## src/rtl/tsg_pkg.sv

```systemverilog
package tsg_pkg;
    localparam int unsigned TSG_ADDR_PINS = 5;
    localparam int unsigned TSG_REG_AW    = 5;
    localparam int unsigned TSG_DATA_W    = 16;

    typedef enum logic [1:0] {
        TGT_NONE = 2'd0,
        TGT_STAT = 2'd1,
        TGT_CFG  = 2'd2
    } host_tgt_e;
endpackage

```

## src/rtl/tsg_oddpar.sv

```systemverilog
module tsg_oddpar #(
    parameter int unsigned W = 6
) (
    input  logic [W-1:0] vec_i,
    output logic         err_o
);
    // odd parity expected: an even count of ones is an error
    always_comb begin
        err_o = ~(^vec_i);
    end
endmodule

```

## src/rtl/tsg_host_dec.sv

```systemverilog
module tsg_host_dec
    import tsg_pkg::*;
#(
    parameter int unsigned AW        = TSG_REG_AW,
    parameter int unsigned DW        = TSG_DATA_W,
    parameter int unsigned FW        = TSG_ADDR_PINS + 1,
    parameter logic [AW-1:0] STAT_ADDR = 5'h02,
    parameter logic [AW-1:0] CFG_ADDR  = 5'h01,
    parameter int unsigned START_BIT = 13
) (
    input  logic          we_i,
    input  logic [AW-1:0] addr_i,
    input  logic [DW-1:0] wdata_i,
    output logic          fld_we_o,
    output logic [FW-1:0] fld_val_o,
    output logic          start_we_o,
    output logic          start_val_o
);
    localparam int unsigned FLD_LSB = DW - FW;

    host_tgt_e tgt;

    always_comb begin
        tgt = TGT_NONE;
        if (we_i) begin
            if (addr_i == STAT_ADDR)     tgt = TGT_STAT;
            else if (addr_i == CFG_ADDR) tgt = TGT_CFG;
        end
        fld_we_o    = (tgt == TGT_STAT);
        fld_val_o   = wdata_i[DW-1:FLD_LSB];
        start_we_o  = (tgt == TGT_CFG);
        start_val_o = wdata_i[START_BIT];
    end
endmodule

```

## src/rtl/tsg_start_gate.sv

```systemverilog
module tsg_start_gate
    import tsg_pkg::*;
#(
    parameter int unsigned NPIN      = TSG_ADDR_PINS,
    parameter int unsigned AW        = TSG_REG_AW,
    parameter int unsigned DW        = TSG_DATA_W,
    parameter logic [AW-1:0] STAT_ADDR = 5'h02,
    parameter logic [AW-1:0] CFG_ADDR  = 5'h01,
    parameter int unsigned START_BIT = 13
) (
    input  logic            clk,
    input  logic            mr_i,
    input  logic [NPIN-1:0] pin_addr_i,
    input  logic            pin_par_i,
    input  logic            lock_i,
    input  logic            img_we_i,
    input  logic [NPIN:0]   img_field_i,
    input  logic            load_done_i,
    input  logic            img_start_i,
    input  logic            cksum_fail_i,
    input  logic            mism_fail_i,
    input  logic            host_we_i,
    input  logic [AW-1:0]   host_addr_i,
    input  logic [DW-1:0]   host_wdata_i,
    output logic [NPIN:0]   field_o,
    output logic            par_err_o,
    output logic            start_o
);
    localparam int unsigned FW = NPIN + 1;

    typedef struct packed {
        logic [FW-1:0] field;
        logic          par_err;
        logic          start;
        logic          ready;
    } gate_state_t;

    gate_state_t st_d, st_q;

    logic          fld_we;
    logic [FW-1:0] fld_val;
    logic          start_we;
    logic          start_val;
    logic [FW-1:0] field_d;
    logic          perr_d;

    tsg_host_dec #(
        .AW(AW), .DW(DW), .FW(FW),
        .STAT_ADDR(STAT_ADDR), .CFG_ADDR(CFG_ADDR), .START_BIT(START_BIT)
    ) u_dec (
        .we_i       (host_we_i),
        .addr_i     (host_addr_i),
        .wdata_i    (host_wdata_i),
        .fld_we_o   (fld_we),
        .fld_val_o  (fld_val),
        .start_we_o (start_we),
        .start_val_o(start_val)
    );

    // next field value: pins at reset, then image, then host
    always_comb begin
        field_d = st_q.field;
        if (mr_i) begin
            field_d = {pin_addr_i, pin_par_i};
        end else begin
            if (img_we_i && !lock_i && !st_q.ready) field_d = img_field_i;
            if (fld_we && !st_q.start)             field_d = fld_val;
        end
    end

    tsg_oddpar #(.W(FW)) u_par (
        .vec_i(field_d),
        .err_o(perr_d)
    );

    always_comb begin
        st_d         = st_q;
        st_d.field   = field_d;
        st_d.par_err = perr_d;
        if (mr_i) begin
            st_d.start = 1'b0;
            st_d.ready = 1'b0;
        end else if (load_done_i && !st_q.ready) begin
            st_d.ready = 1'b1;
            st_d.start = img_start_i && !cksum_fail_i && !mism_fail_i && !perr_d;
        end else if (start_we && st_q.ready) begin
            // loader errors may be overridden, a parity error may not
            st_d.start = start_val && !perr_d;
        end
    end

    always_ff @(posedge clk) begin
        st_q <= st_d;
    end

    assign field_o   = st_q.field;
    assign par_err_o = st_q.par_err;
    assign start_o   = st_q.start;
endmodule

```

## config.mk

```make
export PLATFORM = sky130hd
export DESIGN_NAME = tsg_start_gate
export DESIGN_NICKNAME = d
export VERILOG_FILES = /design/src/rtl/tsg_pkg.sv /design/src/rtl/tsg_oddpar.sv /design/src/rtl/tsg_host_dec.sv /design/src/rtl/tsg_start_gate.sv
export SDC_FILE = /design/constraint.sdc
export NUM_CORES = 1
export LEC_CHECK = 0
export BUFFER_PORTS_ARGS = -buffer_cell sky130_fd_sc_hd__buf_2
export CORE_UTILIZATION = 35
export DETAILED_ROUTE_END_ITERATION = 10
export GPL_TIMING_DRIVEN = 0
export PLACE_DENSITY = 0.78
export SYNTH_ARGS = -nofsm -noshare
export SYNTH_HDL_FRONTEND = slang
export SYNTH_SLANG_ARGS = --single-unit
```

## constraint.sdc

```tcl
create_clock -name clk -period 2.02 [get_ports clk]
set_input_delay 0.202 -clock clk [delete_from_list [all_inputs] [get_ports clk]]
set_output_delay 0.202 -clock clk [all_outputs]
set_load 0.1 [all_outputs]
```

==> Word level (Yosys, flattened, before mapping) <==
Index checks and enable logic that the tools add are counted.
{ "word_totals": {"regBits": 9, "latchBits": 0, "ramBits": 0, "mem_bits_ro": 0, "input_bits": 42, "output_inout_bits": 8, "n_memories": 0} }
{ "op_classes": {"n_addsub": 0, "n_mul": 0, "n_div": 0, "magnitude_cmp": 0, "n_eq_ne": 4, "shifts": 0, "n_mux": 8, "bitwise": 1, "reduce_logical": 16} }
{ "ops": {"columns": ["operator", "count"], "rows": [
  ["$mux 6", 3],
  ["$logic_and 1x1->1", 9],
  ["$mux 2", 3],
  ["$reduce_xor 6->1", 1],
  ["$eq 5x1->1 const B", 1],
  ["$eq 5x2->1 const B", 1],
  ["$logic_not 1->1", 5],
  ["$eq 2x1->1 const B", 1],
  ["$eq 2x2->1 const B", 1],
  ["$mux 1", 2],
  ["$reduce_bool 2->1", 1],
  ["$not 1->1", 1]
]} }

==> Logic depth before layout (Yosys ltp) <==
Gate-level depths: netlist of the first run.
{ "logic_depth": {"ltp_word": 12, "depth_mapped": 8, "depth_no_buf": 7} }

==> Hierarchy <==
From an unflattened synthesis of the first run, not the netlist that was laid out.
{ "hier_totals": {"cells_unflattened": 68, "hier_area_um2": 623.1} }
{ "modules_own_cells": {"columns": ["mod", "instances", "cells_per_inst", "area_per_inst_um2", "seq_area_each_um2"], "rows": [
  ["tsg_start_gate", 1, 54, 486.7, 180.2],
  ["tsg_host_dec", 1, 10, 87.6, 0.0],
  ["tsg_oddpar", 1, 4, 48.8, 0.0]
]} }

==> Worst setup path before layout of the first run <==
No wires, ideal clock.
{ "synth_path": {"path_kind": "register to register", "startpoint": "register st_q, in the netlist start_o", "endpoint": "register st_q, in the netlist start_o", "arrival_time_ns": 2.218, "slack_ns": -0.325, "path_stages_with_launch": 8, "period_less_slack_ns": 2.345, "path_cell_list": "dfxtp_1 -> or3b_2 -> nor2_1 -> o31a_2 -> xor2_1 -> xnor3_2 -> nand3b_2 -> o211ai_2"} }
{ "synth_between": {"elab_chain_cells": 8} }
{ "synth_rtl": {"columns": ["element", "line_no", "text"], "rows": [
  ["from (decl)", "tsg_start_gate.sv:38", "gate_state_t st_d, st_q;"],
  ["from (signal assigned)", "tsg_start_gate.sv:93", "st_q <= st_d;"],
  ["$logic_not 1->1 *", "tsg_start_gate.sv:67", "if (fld_we && !st_q.start) field_d = fld_val;"],
  ["$logic_and 1x1->1 *", "tsg_start_gate.sv:67", null],
  ["$mux 6 *", "tsg_start_gate.sv:67", null],
  ["$mux 6 *", "tsg_start_gate.sv:63", "if (mr_i) begin"],
  ["via field_d[1]", "tsg_start_gate.sv:44", "logic [FW-1:0] field_d;"],
  ["$reduce_xor 6->1 *", "tsg_oddpar.sv:9", "err_o = ~(^vec_i);"],
  ["$logic_and 1x1->1", "tsg_start_gate.sv:88", "st_d.start = start_val && !perr_d;"],
  ["$mux 1", "tsg_start_gate.sv:86", "end else if (start_we && st_q.ready) begin"],
  ["$mux 1 *", "tsg_start_gate.sv:83", "end else if (load_done_i && !st_q.ready) begin"]
]} }
Mark *: on every way through the listed nets, which the timed path passes. The rest lies on a longest branch. The select of a mux whose other input is x is not followed.
A chain may end at the register's enable or synchronous reset.

==> Worst setup path after layout of the first run <==
{ "layout_path": {"startpoint": "register st_q[0] (netlist bit)", "endpoint": "register st_q, in the netlist start_o"} }
{ "layout_between": {"elab_chain_cells": 9} }
{ "layout_rtl": {"columns": ["element", "line_no", "text"], "rows": [
  ["$logic_not 1->1 *", "tsg_start_gate.sv:66", "if (img_we_i && !lock_i && !st_q.ready) field_d = img_field_i;"],
  ["$logic_and 1x1->1 *", "tsg_start_gate.sv:66", null],
  ["$mux 6 *", "tsg_start_gate.sv:66", null],
  ["$mux 6 *", "tsg_start_gate.sv:67", null],
  ["$mux 6 *", "tsg_start_gate.sv:63", null],
  ["via field_d[1]", "tsg_start_gate.sv:44", null],
  ["$reduce_xor 6->1 *", "tsg_oddpar.sv:9", null],
  ["$logic_and 1x1->1", "tsg_start_gate.sv:88", null],
  ["$mux 1", "tsg_start_gate.sv:86", null],
  ["$mux 1 *", "tsg_start_gate.sv:83", null]
]} }
Marks and branches as above.

==> results.ini, run 1 <==
[global_routing]
grt_pass1_wl_um = 2220
grt_antenna_before_repair = 0
grt_overflow = 0
grtUsageTotal_pct = 15.0
grt_pass1_vias = 568
grt_max_degree = 11

[final_layout]
finalNetCount = 156
num_antenna_cells = 0
utilization_pct = 55.9
fillers = 175
drive_gt1_share_pct = 64.6
area_delta_synth_final_pct = 48.6

[detailed_routing]
antenna_left = 0
vias = 658
viasPerCell = 4.77
drt-initial-drc-count = 10
drtPass1Iterations = 4
wirelength_um = 1500
wl_per_cell_um = 10.9
drcViolationCount = 0

[cts]
cts_hold_buffers = 0
cts_htree_levels = 1
cts_tree = done
cts_buffer_depth = 2
clk_pin_slew_ps = 60
root_buffer = clkbuf_4
cts_buffers = 3
clock-sinks = 9
clock_latency_ps = 250

[timing]
fin_setup_tns_ps = -222
timing.hold.ws_ps = 165
max_freq_mhz = 466
period_needed_ps = 2140
fin_ws_ps = -124
grt_setup_unrepaired = yes
drv_slew = 0
finalHoldViolCount = 0
relSlewSlack_pct = 68.4
worst_pin_slew_ps = 473
finClkSkew_ps = 4.04
finalSetupViolations = 2
period_share_pct = 106

[pwr]
p_per_area_nw_per_um2 = 779
ir_drop_mv = 0.274
p_leak_uw = 0.000488

[setup_path]
end_kind = flip-flop
cp.arrival_ps = 2280
cp_max_fo = 4
rr_worst_depth = 8
required_ps = 2160
worstSetupStartpointType = flip-flop
r2r_setup_slack_ps = -120
r2r_start = st_q[0]$_SDFFE_PP0P_
path_class = reg2reg
rr_endpoint = start_o$_SDFFE_PP0P_

[yosys]
synthAdderAreaFrac_pct = 0
syn-num-nets = 109
ys_seq_elements = 9
syn_area_um2 = 657
synth_compound_area_share_pct = 17.0
syn_avg_cell_area_um2 = 9.80
synth_warnings = 0
syn-instance-count = 67
synth-simple-area-share_pct = 23.2
yosysTopAreaCell = dfxtp_1
synthTopCellsByArea = dfxtp_1, buf_4, mux2i_1, mux2_1, xnor3_2
synth_top_family_by_area = simple AND/OR/NAND/NOR gates
muxShareOfSynthArea_pct = 13.0
synth_top_area_share_pct = 27.4
synth_xor_area_share_pct = 7.62
synthDistinctLibCells = 32
yosysSeqAreaShare_pct = 27.4

[min_path]
min_to = field_o[4]$_DFF_P_
hp-start = pin_addr_i[3]
holdPathStages = 3
min_path_type = in2reg

[placed_design]
preCtsSetupSlack_ps = -245
post-dp-hpwl_um = 1190
globalplace.congestion = 0.716
io_buffer_count = 38

[status]
failed_checks = setup timing
status = complete, but fails checks

[floorplan]
die_y_um = 45.3
io_pins = 50
die_w_um = 45.3
num_rows = 15
start_util_pct = 37.6
core-area_um2 = 1750
dieArea_um2 = 2050

[flow_run]
maxCapViolCount = 0

==> final cells by class <==
cell class	count	area, um^2	area share, %
clock buffer	4	26.3	2.69
sequential	9	188	19.2
tap	25	31.3	3.21
timing repair buffer	42	228	23.3
inverter	3	11.3	1.15
buffer	8	66.3	6.79
multi-input combinational	47	425	43.6
==> cell usage in the layout, fill, tap and decap left out, types with 2 or more instances in the layout <==
| master | instances |
|---|---|
| a211oi_1 | 2 |
| nand2_1 | 3 |
| nor3_1 | 3 |
| buf_6 | 2 |
| buf_2 | 38 |
| buf_4 | 9 |
| dfxtp_4 | 2 |
| inv_1 | 3 |
| dfxtp_1 | 7 |
| nor2_1 | 6 |
| clkbuf_4 | 3 |
| a21o_1 | 2 |
| o21ai_2 | 2 |
| mux2_4 | 4 |
| mux2i_1 | 3 |
| a32oi_1 | 2 |
==> worst max-delay path: stages, from the launching register on <==
cell	delay (ps)
dfxtp_4	360
nor3b_4	240
buf_6	140
mux2_4	290
o31a_2	300
xor2_1	190
xnor3_2	330
nand3b_2	110
o211ai_2	80
==> report_power, final <==
group	internal, uW	switching (uW)
clock	76.0	62.0
combinational	138	269
sequential	204	11.7
==> Yosys cell counts <==
cell type and number:
dfxtp_1 9, buf_4 7, nor2_1 6, mux2i_1 4
inv_1 3, mux2_1 3, nand2_1 3, nor3_1 3
a211oi_1 2, a21o_1 2, a32oi_1 2, o21ai_2 2
xnor2_1 2, a31oi_1 1, a41oi_1 1, and2b_2 1
clkbuf_8 1, mux2_2 1, nand2_2 1, nand3b_1 1
nand3b_2 1, nor2b_1 1, nor3b_1 1, nor3b_4 1
nor4b_2 1, o211ai_2 1, o31a_1 1, o31a_2 1
or3b_2 1, or4b_4 1, xnor3_2 1, xor2_1 1
==> layer usage <==
layer  vias to the layer above  GRT usage, %  routed length (um)
li1                        331             -                   -
met2                        34          26.1                 752
met3                         2          1.60                 115
met5                         -             0                   0
met4                         0          7.27                  14
met1                       291          18.3                 619
==> sequential cells by signal, summed over array words and instances, names as in the netlist <==
signal,cells
field_o,6
par_err_o,1
st_q,1
start_o,1
==> through the flow <==
step                      total power [uW]  std cells  cell area [um^2]
after floorplan                        527         67               661
after global placement                 590        130               882
after detailed placement               597        130               882
after CTS                              737        136               928
after global routing                   796        138               976
final                                  760        138               976
==> logic make-up (layout without fill, tap and decap cells) <==
logic type | Yosys count | after routing
and+or+nand+nor | 22 | 22
buffers and inverters | 11 | 57
muxes | 8 | 8
xor gates and xnor gates | 4 | 4
AOI/OAI and AO/OA | 13 | 13
DFF | 9 | 9
==> timing repair <==
item                                    4_1_cts  5_1_grt
endpoints found under the setup margin        2        2
hold endpoints to repair                      0        0
buffers inserted                              2        2
gates cloned                                  0        0
gates resized for setup                       2        8
pin swaps                                     2        2
==> worst max-delay path by stage <==
| stage | start | endpoint | slack, ps | cells past startpoint |
|---|---|---|---|---|
| 2_1_floorplan | st_q[0]$_SDFFE_PP0P_ | start_o$_SDFFE_PP0P_ | -6 | 7 |
| 5_1_grt | st_q[0]$_SDFFE_PP0P_ | start_o$_SDFFE_PP0P_ | -220 | 9 |
| 3_5_place_dp | st_q[0]$_SDFFE_PP0P_ | start_o$_SDFFE_PP0P_ | -250 | 7 |
| 6_report | st_q[0]$_SDFFE_PP0P_ | start_o$_SDFFE_PP0P_ | -120 | 8 |
| 3_3_place_gp | st_q[0]$_SDFFE_PP0P_ | start_o$_SDFFE_PP0P_ | -160 | 7 |
| 4_1_cts | st_q[0]$_SDFFE_PP0P_ | start_o$_SDFFE_PP0P_ | -80 | 7 |
(Power assumes the default switching activity.)
==> inputs of run 2 (changes only) <==
--- a/config.mk
+++ b/config.mk
@@ -10,6 +10,7 @@
 export DETAILED_ROUTE_END_ITERATION = 10
 export GPL_TIMING_DRIVEN = 0
 export PLACE_DENSITY = 0.78
+export SETUP_SLACK_MARGIN = 0.3
 export SYNTH_ARGS = -nofsm -noshare
 export SYNTH_HDL_FRONTEND = slang
 export SYNTH_SLANG_ARGS = --single-unit
==> run 2 against run 1 <==
The flow now finishes without violations; register-to-register slack improved by 130 ps; power rose by 0.15%; sequential power barely moved; clock skew rose by 8.0 ps; design area rose by 1.3%; first-iteration DRC count fell by 60%; count of clock-buffer cells in the layout did not move; critical path depth did not move; critical path type unchanged.
==> results.ini, run 2 (synthesis gave the netlist of run 1 again) <==
[timing]
relSlewSlack_pct = 67.3  ; was 68.4%
drv_slew = 0  ; unchanged
finalHoldViolCount = 0  ; unchanged
finalSetupViolations = 0  ; was 2
max_freq_mhz = 497  ; was 466 MHz
worst_pin_slew_ps = 489  ; was 473 ps
timing.hold.ws_ps = 147  ; was 165 ps
finClkSkew_ps = 12.0  ; was 4.04 ps
period_share_pct = 99.6  ; was 106%
grt_setup_unrepaired = yes  ; unchanged
period_needed_ps = 2010  ; was 2140 ps

[cts]
clock_latency_ps = 270  ; was 250 ps
cts_buffers = 3  ; unchanged
cts_buffer_depth = 2  ; unchanged
clock-sinks = 9  ; unchanged
clk_pin_slew_ps = 70  ; was 60 ps
cts_htree_levels = 1  ; unchanged
root_buffer = clkbuf_4  ; unchanged
cts_tree = done  ; unchanged

[setup_path]
cp.arrival_ps = 2170  ; was 2280 ps
cp-startpoint = st_q[0]$_SDFFE_PP0P_  ; unchanged
rr_worst_depth = 8  ; unchanged
crit_cells = 8  ; unchanged
cpPeakStageDelay_ps = 350  ; was 360 ps
rr_endpoint = start_o$_SDFFE_PP0P_  ; unchanged
crit_chain = nor3b_4 > buf_4 > mux2_4 > o31a_1 > xor2_2 > xnor3_2 > nand3b_4 > o211ai_2  ; was nor3b_4 > buf_6 > mux2_4 > o31a_2 > xor2_1 > xnor3_2 > nand3b_2 > o211ai_2
crit_family = XOR/XNOR gates  ; unchanged
worstSetupStartpointType = flip-flop  ; unchanged
cp_max_fo = 4  ; unchanged
end_kind = flip-flop  ; unchanged
r2r_setup_slack_ps = 8  ; was -120 ps
required_ps = 2180  ; was 2160 ps
path_class = reg2reg  ; unchanged
endpoint = start_o$_SDFFE_PP0P_  ; unchanged
r2r_start = st_q[0]$_SDFFE_PP0P_  ; unchanged
crit_buf_inv = 1  ; unchanged
crit_slowest_cell = dfxtp_4  ; unchanged

[detailed_routing]
vias = 651  ; was 658
wirelength_um = 1560  ; was 1500 um
viasPerCell = 4.72  ; was 4.77
drtPass1Iterations = 4  ; unchanged
drt-initial-drc-count = 4  ; was 10
wl_per_cell_um = 11.3  ; was 10.9 um
antenna_left = 0  ; unchanged
drcViolationCount = 0  ; unchanged

[flow_run]
maxCapViolCount = 0  ; unchanged

[placed_design]
post-dp-hpwl_um = 1210  ; was 1190 um
globalplace.congestion = 0.688  ; was 0.716
io_buffer_count = 38  ; unchanged

[final_layout]
num_antenna_cells = 0  ; unchanged
finalNetCount = 156  ; unchanged
final_common_cell = buf_2  ; unchanged
drive_gt1_share_pct = 64.6  ; unchanged
area_delta_synth_final_pct = 50.5  ; was 48.6%
mostFrequentLayoutCells = buf_2, buf_4, dfxtp_1, nor2_1, mux2i_1  ; was buf_2, buf_4, dfxtp_1, nor2_1, mux2_4
largest_reg_flops = 6  ; unchanged

[pwr]
p_per_area_nw_per_um2 = 771  ; was 779 nW/um^2
ir_drop_mv = 0.435  ; was 0.274 mV
p_leak_uw = 0.000509  ; was 0.000488 uW
power_uw = 762  ; was 760 uW

[global_routing]
grt_antenna_before_repair = 0  ; unchanged
grt_pass1_wl_um = 2470  ; was 2220 um
grt_max_degree = 11  ; unchanged
grt_overflow = 0  ; unchanged
grt_pass1_vias = 619  ; was 568
grtUsageTotal_pct = 16.7  ; was 15.0%

[floorplan]
die_y_um = 45.3  ; unchanged
core-area_um2 = 1750  ; unchanged
die_w_um = 45.3  ; unchanged
start_util_pct = 37.6  ; unchanged
dieArea_um2 = 2050  ; unchanged
io_pins = 50  ; unchanged
num_rows = 15  ; unchanged

[min_path]
min_path_type = in2reg  ; unchanged

[status]
status = finished clean  ; was complete, but fails checks

## run 2: worst min path at each step
stage,cells past startpoint,end,slack (ps),startpoint
after CTS,3,st_q[0]$_SDFFE_PP0P_,150,load_done_i
final,3,st_q[0]$_SDFFE_PP0P_,150,load_done_i
after global routing,3,st_q[0]$_SDFFE_PP0P_,170,load_done_i
after detailed placement,3,st_q[0]$_SDFFE_PP0P_,430,load_done_i
after floorplan,2,st_q[0]$_SDFFE_PP0P_,320,load_done_i
after global placement,3,field_o[4]$_DFF_P_,420,pin_addr_i[3]
## run 2: per-layer routing
layer / global-route usage, % / share of wire, % / up-vias
met2: 28.1 / 51 / 25
met1: 20.1 / 42 / 285
met4: 7.27 / 1.9 / 0
met5: 0 / 0 / -
met3: 3.60 / 5.0 / 5
li1: - / - / 336
## run 2: cell type report
type | count | area, um^2
plain buffers | 8 | 66.3
clock buffers | 4 | 26.3
fillers | 171 | 757
inverters | 3 | 11.3
multi-input cells | 47 | 445
flip-flops and latches | 9 | 188
well taps | 25 | 31.3
repair buffers | 42 | 220
## run 2: where the power goes
group	switching, uW	total (uW)	internal, uW
Clock	68.9	145	76.2
Sequential	11.8	216	204
Combinational	269	400	131
## run 2: repair_timing
| action | 4_1_cts | 5_1_grt |
|---|---|---|
| gates resized for setup | 3 | 4 |
| hold buffers | 0 | 0 |
| pin swaps | 1 | 2 |
| setup endpoints to repair | 2 | 2 |
| buffers inserted | 2 | 2 |
## run 2: tightest hold or removal path: stages
cell and delay (ps):
buf_2 80, nor2_1 30, nor2_1 60
## run 2: metrics by stage
stage / utilization [%] / cells / instance area, um^2 / setup WS (ps) / setup TNS [ps]
floorplan: - / 67 / 669 / 19.6 / 0
finish: 56.6 / 138 / 988 / 7.91 / 0
global route: 56.6 / 138 / 988 / -93.6 / -176
global placement: 51.0 / 130 / 891 / -126 / -227
CTS: 54.5 / 136 / 951 / -61.5 / -104
detailed placement: 51.0 / 130 / 891 / -133 / -228
